--- config.mk ---
export PLATFORM = sky130hd
export DESIGN_NAME = sdr_selfref_mgr
export DESIGN_NICKNAME = d
export VERILOG_FILES = /design/src/rtl/sdr_selfref_pkg.sv /design/src/rtl/sr_idle_cnt.sv /design/src/rtl/sr_cmd_enc.sv /design/src/rtl/sdr_selfref_mgr.sv
export SDC_FILE = /design/constraint.sdc
export NUM_CORES = 1
export LEC_CHECK = 0
export ABC_AREA = 1
export BUFFER_PORTS_ARGS = -buffer_cell sky130_fd_sc_hd__buf_2
export CELL_PAD_IN_SITES_DETAIL_PLACEMENT = 0
export CELL_PAD_IN_SITES_GLOBAL_PLACEMENT = 2
export CORE_UTILIZATION = 29
export DETAILED_ROUTE_END_ITERATION = 7
export GPL_TIMING_DRIVEN = 0
export HOLD_SLACK_MARGIN = 0.06
export PLACE_DENSITY_LB_ADDON = 0.05
export SYNTH_ARGS = -nofsm -noshare
export SYNTH_HDL_FRONTEND = slang
export SYNTH_HIERARCHICAL = 1
export SYNTH_SLANG_ARGS = --single-unit
--- constraint.sdc ---
create_clock -name clk -period 2.5 [get_ports clk]
set_clock_uncertainty 0.2 [all_clocks]
set_input_delay 0.5 -clock clk [delete_from_list [all_inputs] [get_ports clk]]
set_output_delay 0.5 -clock clk [all_outputs]
set_load 0.02 [all_outputs]
--- src/rtl/sdr_selfref_pkg.sv ---
package sdr_selfref_pkg;

    typedef enum logic [2:0] {
        ST_IDLE,
        ST_PRE,
        ST_SR,
        ST_WAKE,
        ST_XSR
    } sr_state_e;

    typedef enum logic [1:0] {
        CMD_NOP,
        CMD_PALL,
        CMD_SELF
    } sr_cmd_e;

endpackage

--- src/rtl/sr_idle_cnt.sv ---
module sr_idle_cnt #(
    parameter int W = 7
) (
    input  logic         clk,
    input  logic         rst_n,
    input  logic         clr,
    input  logic         run,
    input  logic [W-1:0] limit,
    output logic         hit
);
    logic [W-1:0] cnt_d, cnt_q;
    logic [W:0]   nxt;

    always_comb begin
        nxt   = {1'b0, cnt_q} + 1'b1;
        hit   = run && !clr && (nxt == {1'b0, limit});
        cnt_d = cnt_q;
        if (clr || hit) begin
            cnt_d = '0;
        end else if (run) begin
            cnt_d = nxt[W-1:0];
        end
    end

    always_ff @(posedge clk or negedge rst_n) begin
        if (!rst_n) begin
            cnt_q <= '0;
        end else begin
            cnt_q <= cnt_d;
        end
    end
endmodule

--- src/rtl/sr_cmd_enc.sv ---
module sr_cmd_enc
    import sdr_selfref_pkg::*;
(
    input  sr_cmd_e cmd,
    output logic    cs_n,
    output logic    ras_n,
    output logic    cas_n,
    output logic    we_n,
    output logic    a10
);
    always_comb begin
        cs_n  = 1'b0;
        ras_n = 1'b1;
        cas_n = 1'b1;
        we_n  = 1'b1;
        a10   = 1'b0;
        unique case (cmd)
            CMD_PALL: begin
                ras_n = 1'b0;
                we_n  = 1'b0;
                a10   = 1'b1;
            end
            CMD_SELF: begin
                ras_n = 1'b0;
                cas_n = 1'b0;
            end
            default: ;
        endcase
    end
endmodule

--- src/rtl/sdr_selfref_mgr.sv ---
module sdr_selfref_mgr
    import sdr_selfref_pkg::*;
#(
    parameter int CNT_W = 7,
    parameter int T_RP  = 2,
    parameter int T_XSR = 8
) (
    input  logic             clk,
    input  logic             rst_n,
    input  logic             cfg_en,
    input  logic [CNT_W-1:0] cfg_idle_cnt,
    input  logic             cfg_clk_keep,
    input  logic             acc_req,
    input  logic             arf_issued,
    output logic             sdr_cs_n,
    output logic             sdr_ras_n,
    output logic             sdr_cas_n,
    output logic             sdr_we_n,
    output logic             sdr_a10,
    output logic             sdr_cke,
    output logic             sdclk_en,
    output logic             sr_busy,
    output logic             acc_go,
    output logic             sr_status
);
    localparam int WT_MAX = (T_RP > T_XSR) ? T_RP : T_XSR;
    localparam int WT_W   = (WT_MAX < 2) ? 1 : $clog2(WT_MAX);
    localparam logic [WT_W-1:0] RP_LAST  = WT_W'(T_RP - 1);
    localparam logic [WT_W-1:0] XSR_LAST = WT_W'(T_XSR - 1);

    typedef struct packed {
        sr_state_e       st;
        logic [WT_W-1:0] wt;
        logic            cke;
        logic            stat;
        logic            clk_on;
        sr_cmd_e         cmd;
    } sr_regs_t;

    sr_regs_t r_d, r_q;
    logic     idle_clr;
    logic     idle_run;
    logic     idle_hit;

    assign idle_run = (r_q.st == ST_IDLE);
    assign idle_clr = !cfg_en || acc_req || arf_issued;

    sr_idle_cnt #(.W(CNT_W)) u_idle_cnt (
        .clk   (clk),
        .rst_n (rst_n),
        .clr   (idle_clr),
        .run   (idle_run),
        .limit (cfg_idle_cnt),
        .hit   (idle_hit)
    );

    always_comb begin
        r_d     = r_q;
        r_d.cmd = CMD_NOP;
        unique case (r_q.st)
            ST_IDLE: begin
                if (idle_hit) begin
                    r_d.st  = ST_PRE;
                    r_d.cmd = CMD_PALL;
                    r_d.wt  = '0;
                end
            end
            ST_PRE: begin
                if (r_q.wt == RP_LAST) begin
                    r_d.st   = ST_SR;
                    r_d.cmd  = CMD_SELF;
                    r_d.cke  = 1'b0;
                    r_d.stat = 1'b1;
                end else begin
                    r_d.wt = r_q.wt + 1'b1;
                end
            end
            ST_SR: begin
                r_d.clk_on = cfg_clk_keep;
                if (acc_req || !cfg_en) begin
                    r_d.st     = ST_WAKE;
                    r_d.clk_on = 1'b1;
                end
            end
            ST_WAKE: begin
                r_d.st   = ST_XSR;
                r_d.cke  = 1'b1;
                r_d.stat = 1'b0;
                r_d.wt   = '0;
            end
            ST_XSR: begin
                if (r_q.wt == XSR_LAST) begin
                    r_d.st = ST_IDLE;
                end else begin
                    r_d.wt = r_q.wt + 1'b1;
                end
            end
            default: r_d.st = ST_IDLE;
        endcase
    end

    always_ff @(posedge clk or negedge rst_n) begin
        if (!rst_n) begin
            r_q.st     <= ST_IDLE;
            r_q.wt     <= '0;
            r_q.cke    <= 1'b1;
            r_q.stat   <= 1'b0;
            r_q.clk_on <= 1'b1;
            r_q.cmd    <= CMD_NOP;
        end else begin
            r_q <= r_d;
        end
    end

    sr_cmd_enc u_cmd_enc (
        .cmd   (r_q.cmd),
        .cs_n  (sdr_cs_n),
        .ras_n (sdr_ras_n),
        .cas_n (sdr_cas_n),
        .we_n  (sdr_we_n),
        .a10   (sdr_a10)
    );

    assign sdr_cke   = r_q.cke;
    assign sr_status = r_q.stat;
    assign sdclk_en  = r_q.clk_on;
    assign sr_busy   = (r_q.st != ST_IDLE);
    assign acc_go    = acc_req && (r_q.st == ST_IDLE);
endmodule

Word-level counts from Yosys, hierarchy flattened --
Index checks and enable logic that the tools add are counted.
Word-level totals: flip-flop bits (word level) 18, bits in latches 0, memory bits (writable) 0, bits in read-only memories 0, output and inout bits 10, logic and storage cells 61, memories 0
Cells by class: add/subtract/negate cells 2, multipliers 0, div/mod/pow operators 0, order comparisons 0, eq/ne operators 15, shift-type cells 0, multiplexer cells 20, bitwise operators 0, reduce and logical (&&, ||, !) cells 17
Operator list (count):
- 3-bit two-way mux | 5
- 3-bit one-hot mux with 5 select lines | 1
- 7-bit two-way mux | 2
- 2-bit != test, second input constant | 6
- 3-bit one-hot mux with 4 select lines | 1
- 7-bit by 1-bit adder with 8-bit output, second input constant | 1
- 8-bit by 7-bit == test with 1-bit output | 1
- 2-bit one-hot mux with 2 select lines | 2
- 4-bit AND reduction | 2
- 3-bit by 1-bit == test with 1-bit output, second input constant | 2
- 3-bit by 2-bit == test with 1-bit output, second input constant | 2
- 3-bit == test, second input constant | 2
- 1-bit two-way mux | 6
- 6-bit two-way mux | 1
- 2-bit two-way mux | 2
- 2-bit nonzero test | 2
- 4-bit nonzero test | 1
- 3-bit by 1-bit adder with 3-bit output, second input constant | 1
- 1-bit logical AND | 3
- 3-bit logical NOT | 1
- 1-bit logical OR | 3
- 3-bit nonzero test | 1
- 2-bit by 1-bit == test with 1-bit output, second input constant | 1
- 2-bit == test, second input constant | 1
- 3 further kinds | 4

Logic depth before layout (Yosys ltp) --
Gate-level depths: netlist (run 1).
depth in word-level cells 8, gate-level depth with buffers 19

Cells and area by module --
Netlist (run 1), hierarchy kept.
Modules (own cells, without submodules):
- sdr_selfref_mgr | times used 1, cells an instance 90, area an instance 623.1 um2
- sr_idle_cnt | times used 1, cells an instance 97, area an instance 583.1 um2
- sr_cmd_enc | times used 1, cells an instance 9, area an instance 63.8 um2

Worst setup path after synthesis (run 1) --
OpenSTA, ideal clock, no wires.
kind input to register, start point in acc_req, end point reg r_q[5] in the netlist's numbering, library setup time 0.117 ns, arrival time 1.942 ns, data required time 2.183 ns, slack 0.242 ns, stages 19, path buffers 0, cell sequence inv_1 nand2_1 or2_2 inv_1 nand2_1 nor2_1 nand3_1 nor2_1 nand3_1 nor2_2 nand2_2 inv_1 inv_1 nand3_1 nand2_1 inv_1 nand2_1 nand2_1 nand2_1
Between the ends: word-level cells in the longest chain between the ends 7
Ends and longest elaborated chain:
- start: declaration | RTL line sdr_selfref_mgr.sv:13 | input logic acc_req,
- 1-bit logical OR (2 in a row) | RTL line sdr_selfref_mgr.sv:46 | assign idle_clr = !cfg_en || acc_req || arf_issued;
- net idle_clr | RTL line sdr_selfref_mgr.sv:41 | logic idle_clr;
- 1-bit logical NOT | RTL line sr_idle_cnt.sv:16 | hit = run && !clr && (nxt == {1'b0, limit});
- 1-bit logical AND (2 in a row) | RTL line sr_idle_cnt.sv:16
- net idle_hit | RTL line sdr_selfref_mgr.sv:43 | logic idle_hit;
- 2-bit != test (no line)
- 4-bit AND reduction (no line)
- end signal: assignment | RTL line sdr_selfref_mgr.sv:111 | r_q <= r_d;
- end: declaration | RTL line sdr_selfref_mgr.sv:40 | sr_regs_t r_d, r_q;
The timed path passes the listed nets, and every way through them passes these cells. A chain may end at the register's enable or synchronous reset.

Final worst setup path (run 1) --
Ends and elaborated chain as after synthesis.

==> flow_summary.json, run 1 <==
{
  "synth_edf_count": 0,
  "max-cap-violations": 0,
  "drt_wl_total_um": 2840,
  "ys_types": 24,
  "antenna-diode-count": 0,
  "ys_ff_latch": 18,
  "area_growth_syn_to_layout_pct": 21.6,
  "netlist_instances": 196,
  "syn_nets": 216,
  "clk_pin_slew_worst_paths_ns": 0.07,
  "grt_pass1_wl_um": 4710,
  "async_flop_share": 1.00,
  "die_x_um": 68.2,
  "path_max_fanout": 3,
  "ir_drop_mv": 0.353,
  "first_pass_iters": 4,
  "synth_area_um2": 1270,
  "viasPerCell": 4.34,
  "fillers": 454,
  "final_cell_mix": "59 x nand2_1, 36 x inv_1, 28 x nor2_1, 21 x buf_2, 15 x dfrtp_1",
  "hpwlAfterDp_um": 2270,
  "vias": 1194,
  "fin_crit_sh": 0.908,
  "io_pins": 23,
  "wire_per_inst_um": 10.3,
  "final_common_cell": "nand2_1",
  "powerDensity_nw_per_um2": 945,
  "r2r-end": "r_q[5]",
  "min_period_ns": 2.27,
  "final_max_slew_viol_count": 0,
  "die_area_um2": 4650,
  "clock_path_buffers": 2,
  "ant_nets": 0,
  "initial_core_util": 0.309,
  "outcome": "complete, no violations",
  "cp.arrival_ns": 2.22,
  "final_area_um2": 1540,
  "row_count": 23,
  "r2r_start": "r_q[8]",
  "cts_made_buffers": 3,
  "overflow": 0,
  "p_leak_nw": 0.875,
  "clk_latency_ns": 0.26,
  "setup-tns-final_ns": 0,
  "syn_area_per_cell_um2": 6.48,
  "grt_max_degree": 19,
  "antenna_found_initial": 0,
  "htree_levels": 1,
  "finalSetupViolCount": 0,
  "hold_viol_final": 0,
  "synthFlopType": "dfrtp_1",
  "worstHoldPathCells": 2,
  "fin_nets": 246,
  "cts_tree": "built",
  "max_freq_ghz": 0.441,
  "worstRegToRegCells": 18,
  "drc": 0,
  "drtIter0Drc": 25,
  "cts-root-buf": "clkbuf_8",
  "yosysSeqAreaShare": 0.357,
  "crit_path_end_kind": "flip-flop",
  "required_ns": 2.45,
  "place_congestion": 0.784,
  "rrSetupSlack_ns": 0.25,
  "dieHeight_um": 68.2,
  "holdPathEnd": "sdr_cke",
  "portBuffers": 21,
  "startpoint_type": "input pin",
  "hp-class": "reg2reg",
  "drive_gt1_frac": 0.227,
  "ys.warnings.count": 6,
  "first_global_vias": 1147,
  "grt.total_usage": 0.137,
  "crit_type": "in2reg",
  "hp-start": "sdr_cke",
  "core_um2": 4120,
  "cts.sink_count": 18,
  "utilization": 0.375,
  "place_area_um2": 1440
}
## worst max-delay path, stage by stage
cell and delay [ns]:
buf_2 0.10, inv_1 0.07, nand2_2 0.07, or2_2 0.28, inv_2 0.08, nand2_1 0.06, nor2_1 0.08, nand3_1 0.08
nor2_1 0.11, nand3_1 0.12, nor2_2 0.14, nand2_2 0.07, inv_1 0.05, inv_1 0.05, nand3_2 0.09, nand2_1 0.05
inv_1 0.06, nand2_2 0.07, nand2_1 0.06, nand2_1 0.05
## power breakdown
part	leakage, nW	internal, mW	switching (mW)
Sequential	0.235	0.384	0.0790
Clock	0.0288	0.140	0.105
Combinational	0.612	0.265	0.486
## per-stage QoR
| step | instances | hold slack (ns) | setup slack, ns | power [mW] |
|---|---|---|---|---|
| 2_1_floorplan | 196 | 0.00441 | 0.242 | 0.986 |
| 3_3_place_gp | 267 | 0.252 | -0.183 | 1.16 |
| 3_5_place_dp | 267 | 0.256 | -0.194 | 1.18 |
| 4_1_cts | 272 | 0.269 | 0.0173 | 1.44 |
| 5_1_grt | 275 | 0.296 | -0.00905 | 1.62 |
| 6_report | 275 | 0.264 | 0.231 | 1.46 |
## area by class of cell
| type | count | area (um2) | share of cell area |
|---|---|---|---|
| Tap cell | 50 | 62.6 | 0.0405 |
| Inverter | 41 | 154 | 0.0997 |
| Sequential cell | 18 | 454 | 0.294 |
| Multi-Input combinational cell | 135 | 669 | 0.434 |
| Timing Repair Buffer | 25 | 138 | 0.0891 |
| Buffer | 2 | 11.3 | 0.00729 |
| Clock buffer | 4 | 55.1 | 0.0357 |
## state kept, by name, indices dropped and copies added, names as in the netlist
| signal | cells |
|---|---|
| sdclk_en | 1 |
| r_q | 8 |
| u_idle_cnt/cnt_q | 7 |
| sr_status | 1 |
| sdr_cke | 1 |
## cells in the mapped netlist, types with 2 or more instances
library cell | n | share of area
nand2_1 | 61 | 0.18
inv_1 | 39 | 0.12
nor2_1 | 29 | 0.086
dfrtp_1 | 16 | 0.32
nand3_1 | 15 | 0.059
ha_1 | 7 | 0.069
o21ai_0 | 6 | 0.024
nand2_2 | 3 | 0.015
nor2_2 | 3 | 0.015
dfstp_2 | 2 | 0.041
nand3_2 | 2 | 0.016
## per-layer routing
layer | up-vias | GRT usage | wire (um)
met1 | 545 | 0.141 | 1190
met3 | 5 | 0.0200 | 51
met2 | 10 | 0.270 | 1550
met5 | - | 0 | 0
met4 | 0 | 0.0547 | 44
li1 | 634 | - | -
## worst max path at each step
stage / start / to / slack (ns) / depth (start not counted)
floorplan: acc_req / r_q[5] / 0.24 / 19
global placement: acc_req / r_q[7] / -0.18 / 20
detailed placement: acc_req / r_q[5] / -0.19 / 20
CTS: r_q[9] / r_q[5] / 0.02 / 18
global route: acc_req / r_q[7] / -0.009 / 20
finish: acc_req / r_q[5] / 0.23 / 20
## logic make-up (layout without fill, tap and decap cells)
family	count (synthesis)	in the layout	share of synthesized area
compound gates	8	8	0.0315
xor+xnor	1	1	0.00690
fa+ha+maj	7	7	0.0690
buf+inv	43	72	0.130
flops	18	18	0.357
other cells	1	1	0.00295
simple gates	118	118	0.403
## what timing repair did
action / CTS / global route
resized for setup: 1 / 8
pin swaps: 0 / 5
endpoints found under the hold margin: 16 / 0
hold buffers: 1 / 0
setup buffers: 0 / 3
endpoints found under the setup margin: 5 / 5
(Power assumes the default switching activity.)
==> inputs of run 2 (changes only) <==
--- a/config.mk
+++ b/config.mk
@@ -9,9 +9,10 @@
 export BUFFER_PORTS_ARGS = -buffer_cell sky130_fd_sc_hd__buf_2
 export CELL_PAD_IN_SITES_DETAIL_PLACEMENT = 0
 export CELL_PAD_IN_SITES_GLOBAL_PLACEMENT = 2
+export CORE_MARGIN = 3
 export CORE_UTILIZATION = 29
 export DETAILED_ROUTE_END_ITERATION = 7
-export GPL_TIMING_DRIVEN = 0
+export GPL_TIMING_DRIVEN = 1
 export HOLD_SLACK_MARGIN = 0.06
 export PLACE_DENSITY_LB_ADDON = 0.05
 export SYNTH_ARGS = -nofsm -noshare
==> flow_summary.json, run 2 (synthesis gave the netlist of run 1 again) <==
{
  "outcome": "complete, no violations",
  "path_cells": "inv_1, nand2_1, nor2_1, buf_4, inv_1, nor2_1, buf_2",
  "p_total_mw": 1.41,
  "max_freq_ghz": 0.431,
  "powerDensity_nw_per_um2": 931,
  "finalSetupViolCount": 0,
  "cts.sink_count": 18,
  "clk_pin_slew_worst_paths_ns": 0.07,
  "cts_tree": "built",
  "comb_power_share": 0.505,
  "pwr-share-seq": 0.324,
  "antenna-diode-count": 0,
  "hp-class": "reg2reg",
  "viasPerCell": 4.33,
  "place_congestion": 0.795,
  "ant_nets": 0,
  "final_max_slew_viol_count": 0,
  "slowest_stage": "dfrtp_1",
  "dp_cells": 268,
  "reg_top3": "r_q x8, u_idle_cnt/cnt_q x7",
  "ir_drop_mv": 0.389,
  "drt_wl_total_um": 2690,
  "hpwlAfterDp_um": 2220,
  "drc": 0,
  "clk_latency_ns": 0.25,
  "wire_per_inst_um": 9.86,
  "crit_path_end_kind": "primary output",
  "die_area_um2": 5210,
  "hold_viol_final": 0,
  "final_cell_mix": "61 x nand2_1, 38 x inv_1, 29 x nor2_1, 21 x buf_2",
  "clock_path_buffers": 2,
  "crit_path_max_incr_delay_ns": 0.40,
  "finalWorstSetupSlack_ns": 0.181,
  "setup-tns-final_ns": 0,
  "place_ws_ns": -0.0144,
  "row_count": 23,
  "htree_levels": 1,
  "core_um2": 4120,
  "utilization": 0.368,
  "max-cap-violations": 0,
  "crit_type": "reg2out",
  "sw_frac_of_total": 0.454,
  "fin_crit_sh": 0.928,
  "startpoint_type": "flip-flop",
  "fillers": 452,
  "final_common_cell": "nand2_1",
  "fin_nets": 244,
  "drtIter0Drc": 37,
  "die_x_um": 72.2,
  "required_ns": 1.80,
  "dieHeight_um": 72.2,
  "overflow": 0,
  "portBuffers": 21,
  "area_growth_syn_to_layout_pct": 19.3,
  "cp.arrival_ns": 1.62,
  "vias": 1182,
  "grt_pass1_wl_um": 4860,
  "grt.total_usage": 0.116,
  "antenna_found_initial": 0,
  "rsz0062_at_grt": "false",
  "p_sw_uw": 641,
  "postCtsSetupBuffers": 0,
  "pwr-share-clk": 0.171,
  "fin_cells": 273,
  "io_pins": 23,
  "cts_made_buffers": 3,
  "intPower_uw": 769,
  "cts-root-buf": "clkbuf_8",
  "path_max_fanout": 14,
  "top_register": "r_q",
  "largest_reg_flops": 8,
  "holdWs_ns": 0.265,
  "p_leak_nw": 0.865,
  "first_pass_iters": 4,
  "first_global_vias": 1147,
  "initial_core_util": 0.309,
  "place_area_um2": 1450,
  "min_period_ns": 2.32,
  "drive_gt1_frac": 0.197,
  "grt_max_degree": 19,
  "final_area_um2": 1520
}
[run 2: cell types whose count changed in the layout (fill, tap and decap cells not counted)]
cell      before  now
buf_4          4    3
clkbuf_1       1    0
inv_1         36   38
inv_2          4    2
nand2_1       59   61
nand2_2        5    3
nand3_1       14   15
nand3_2        3    2
nor2_1        28   29
nor2_4         2    1
[run 2: final cells by class]
cell class / instances / area (um2) / area share
multi-input combinational: 135 / 652 / 0.430
sequential: 18 / 454 / 0.300
inverter: 41 / 154 / 0.102
timing repair buffer: 25 / 138 / 0.0908
tap: 50 / 62.6 / 0.0413
clock buffer: 4 / 55.1 / 0.0363
[run 2: worst max-delay path, delay by kind of cell, from the launching register on]
kind / cells / cell delay [ns]
and+or+nand+nor: 3 / 0.35
buffers and inverters: 4 / 0.61
DFF: 1 / 0.40
[run 2: worst paths after layout]
kind / startpoint / endpoint / slack (ns) / cells past startpoint
min in group asynchronous: rst_n / u_idle_cnt/cnt_q[5] / 0.51 / 2
max reg2reg: r_q[9] / r_q[6] / 0.30 / 18
min reg2reg: sdr_cke / sdr_cke / 0.26 / 2
min: sdr_cke / sdr_cke / 0.26 / 2
max: r_q[9] / acc_go / 0.18 / 7
max in group asynchronous: rst_n / sdr_cke / 1.26 / 2
[run 2: timing repair]
item | in CTS | in global routing
endpoints found under the hold margin | 16 | 0
endpoints found under the setup margin | 0 | 3
resized for setup | 0 | 2
hold buffers | 1 | 0
[run 2: power groups by stage]
stage | Combinational (mW) | Clock (mW) | Sequential [mW]
6_report | 0.713 | 0.241 | 0.456
5_1_grt | 0.836 | 0.267 | 0.472
4_1_cts | 0.730 | 0.253 | 0.457
3_5_place_dp | 0.725 | 0 | 0.462
3_3_place_gp | 0.720 | 0 | 0.462
2_1_floorplan | 0.504 | 0 | 0.482
[run 2: layer usage]
| metal | global-route usage | wire, um |
|---|---|---|
| met2 | 0.214 | 1460 |
| met1 | 0.131 | 1120 |
| met4 | 0.0480 | 48 |
| met5 | 0 | 0 |
| met3 | 0.0166 | 61 |
==> inputs of run 3 (changes only) <==
--- a/config.mk
+++ b/config.mk
@@ -15,6 +15,7 @@
 export GPL_TIMING_DRIVEN = 1
 export HOLD_SLACK_MARGIN = 0.06
 export PLACE_DENSITY_LB_ADDON = 0.05
+export RECOVER_POWER = 100
 export SYNTH_ARGS = -nofsm -noshare
 export SYNTH_HDL_FRONTEND = slang
 export SYNTH_HIERARCHICAL = 1
==> flow_summary.json, run 3 (synthesis gave the netlist of run 1 again) <==
{
  "clk_latency_ns": 0.25,
  "r2r-end": "r_q[6]",
  "antenna-diode-count": 0,
  "final_common_cell": "nand2_1",
  "vias": 1183,
  "path_delay_family": "buffers and inverters",
  "grt.total_usage": 0.116,
  "max-cap-violations": 0,
  "grt_max_degree": 19,
  "wire_per_inst_um": 9.95,
  "cts.sink_count": 18,
  "required_ns": 1.80,
  "rsz0062_at_grt": "false",
  "final_cell_mix": "62 x nand2_1, 38 x inv_1, 30 x nor2_1, 15 x nand3_1, 15 x dfrtp_1",
  "finalSetupViolCount": 0,
  "rrSetupSlack_ns": 0.30,
  "path_cells": "inv_1, nand2_1, nor2_1, buf_4, inv_1, nor2_1, buf_2",
  "die_x_um": 72.2,
  "worst_slew_pin_slew_ns": 1.03,
  "drtIter0Drc": 39,
  "overflow": 0,
  "cts-root-buf": "clkbuf_8",
  "dieHeight_um": 72.2,
  "hp-class": "reg2reg",
  "die_area_um2": 5210,
  "place_congestion": 0.795,
  "holdWs_ns": 0.267,
  "area_growth_syn_to_layout_pct": 17.7,
  "cts_tree": "built",
  "ant_nets": 0,
  "reg_top3": "r_q x8, u_idle_cnt/cnt_q x7",
  "fillers": 458,
  "cp.buffers_inverters": 4,
  "drt_wl_total_um": 2720,
  "p_total_mw": 1.40,
  "slew_headroom": 0.315,
  "worstHoldPathCells": 2,
  "crit_type": "reg2out",
  "row_count": 23,
  "ir_drop_mv": 0.384,
  "initial_core_util": 0.309,
  "clock_path_buffers": 2,
  "io_pins": 23,
  "top_register": "r_q",
  "drc": 0,
  "viasPerCell": 4.33,
  "cp.arrival_ns": 1.62,
  "drive_gt1_frac": 0.152,
  "crit_path_max_incr_delay_ns": 0.41,
  "worstRegToRegCells": 18,
  "min_period_ns": 2.32,
  "final_max_slew_viol_count": 0,
  "core_um2": 4120,
  "clk_pin_slew_worst_paths_ns": 0.07,
  "first_pass_iters": 4,
  "hpwlAfterDp_um": 2220,
  "fin_nets": 244,
  "holdPathEnd": "sdr_cke",
  "startpoint_type": "flip-flop",
  "cts_made_buffers": 3,
  "crit_path_end_kind": "primary output",
  "portBuffers": 21,
  "hold_viol_final": 0,
  "antenna_found_initial": 0,
  "postCtsSetupBuffers": 0,
  "hp-start": "sdr_cke",
  "grt_pass1_wl_um": 4860,
  "first_global_vias": 1147,
  "powerDensity_nw_per_um2": 936,
  "fin_crit_sh": 0.928,
  "path_max_fanout": 14,
  "slowest_stage": "dfrtp_1",
  "largest_reg_flops": 8,
  "outcome": "complete, no violations",
  "r2r_start": "r_q[9]",
  "htree_levels": 1,
  "max_freq_ghz": 0.431,
  "p_leak_nw": 0.845
}
## run 3: changes by cell type in the layout (fill, tap and decap cells not counted), sizes merged
cell,before,now
clkbuf,4,13
buf,24,15
## run 3: what timing repair did
item | 4_1_cts | 5_1_grt
hold endpoints to repair | 16 | 0
resized for setup | 0 | 2
hold buffers | 1 | 0
endpoints found under the setup margin | 0 | 3
## run 3: area by class of cell
| type | instances | area, um2 | share of cell area |
|---|---|---|---|
| Inverter | 41 | 154 | 0.103 |
| Clock buffer | 4 | 55.1 | 0.0368 |
| Timing Repair Buffer | 25 | 128 | 0.0854 |
| Sequential cell | 18 | 454 | 0.304 |
| Tap cell | 50 | 62.6 | 0.0418 |
| Multi-Input combinational cell | 135 | 642 | 0.429 |
## run 3: worst min-delay path: stages (launching register included)
cell,delay (ns)
dfstp_2,0.37
nand2_1,0.05
nand2_1,0.05
## run 3: report_power, final
part / switching (mW) / leakage [nW] / total, mW / internal (mW)
Combinational: 0.465 / 0.582 / 0.699 / 0.234
Sequential: 0.0741 / 0.235 / 0.458 / 0.384
Clock: 0.102 / 0.0288 / 0.242 / 0.140
Total: 0.641 / 0.845 / 1.40 / 0.758
## run 3: worst max-delay path by stage
stage	startpoint	to	slack, ns	cells past startpoint
6_report	r_q[9]	acc_go	0.18	7
5_1_grt	r_q[9]	acc_go	0.02	7
4_1_cts	r_q[9]	acc_go	0.16	7
3_5_place_dp	acc_req	r_q[6]	-0.01	20
3_3_place_gp	acc_req	r_q[5]	0.06	20
2_1_floorplan	acc_req	r_q[5]	0.24	19
## run 3: per-stage QoR
stage	TNS (ns)	utilization	std cells	cell area, um2	setup slack [ns]
CTS	0	0.368	273	1510	0.158
finish	0	0.363	273	1500	0.179
global placement	0	0.352	268	1450	0.0605
global route	0	0.363	273	1500	0.0153
detailed placement	-0.0278	0.352	268	1450	-0.0144
floorplan	0	-	196	1270	0.242
## run 3: per-layer routing
metal	GRT usage	up-vias	share of wire
met5	0	-	0
met4	0.0480	0	0.018
met1	0.131	541	0.42
met3	0.0166	4	0.019
li1	-	630	-
met2	0.214	8	0.54
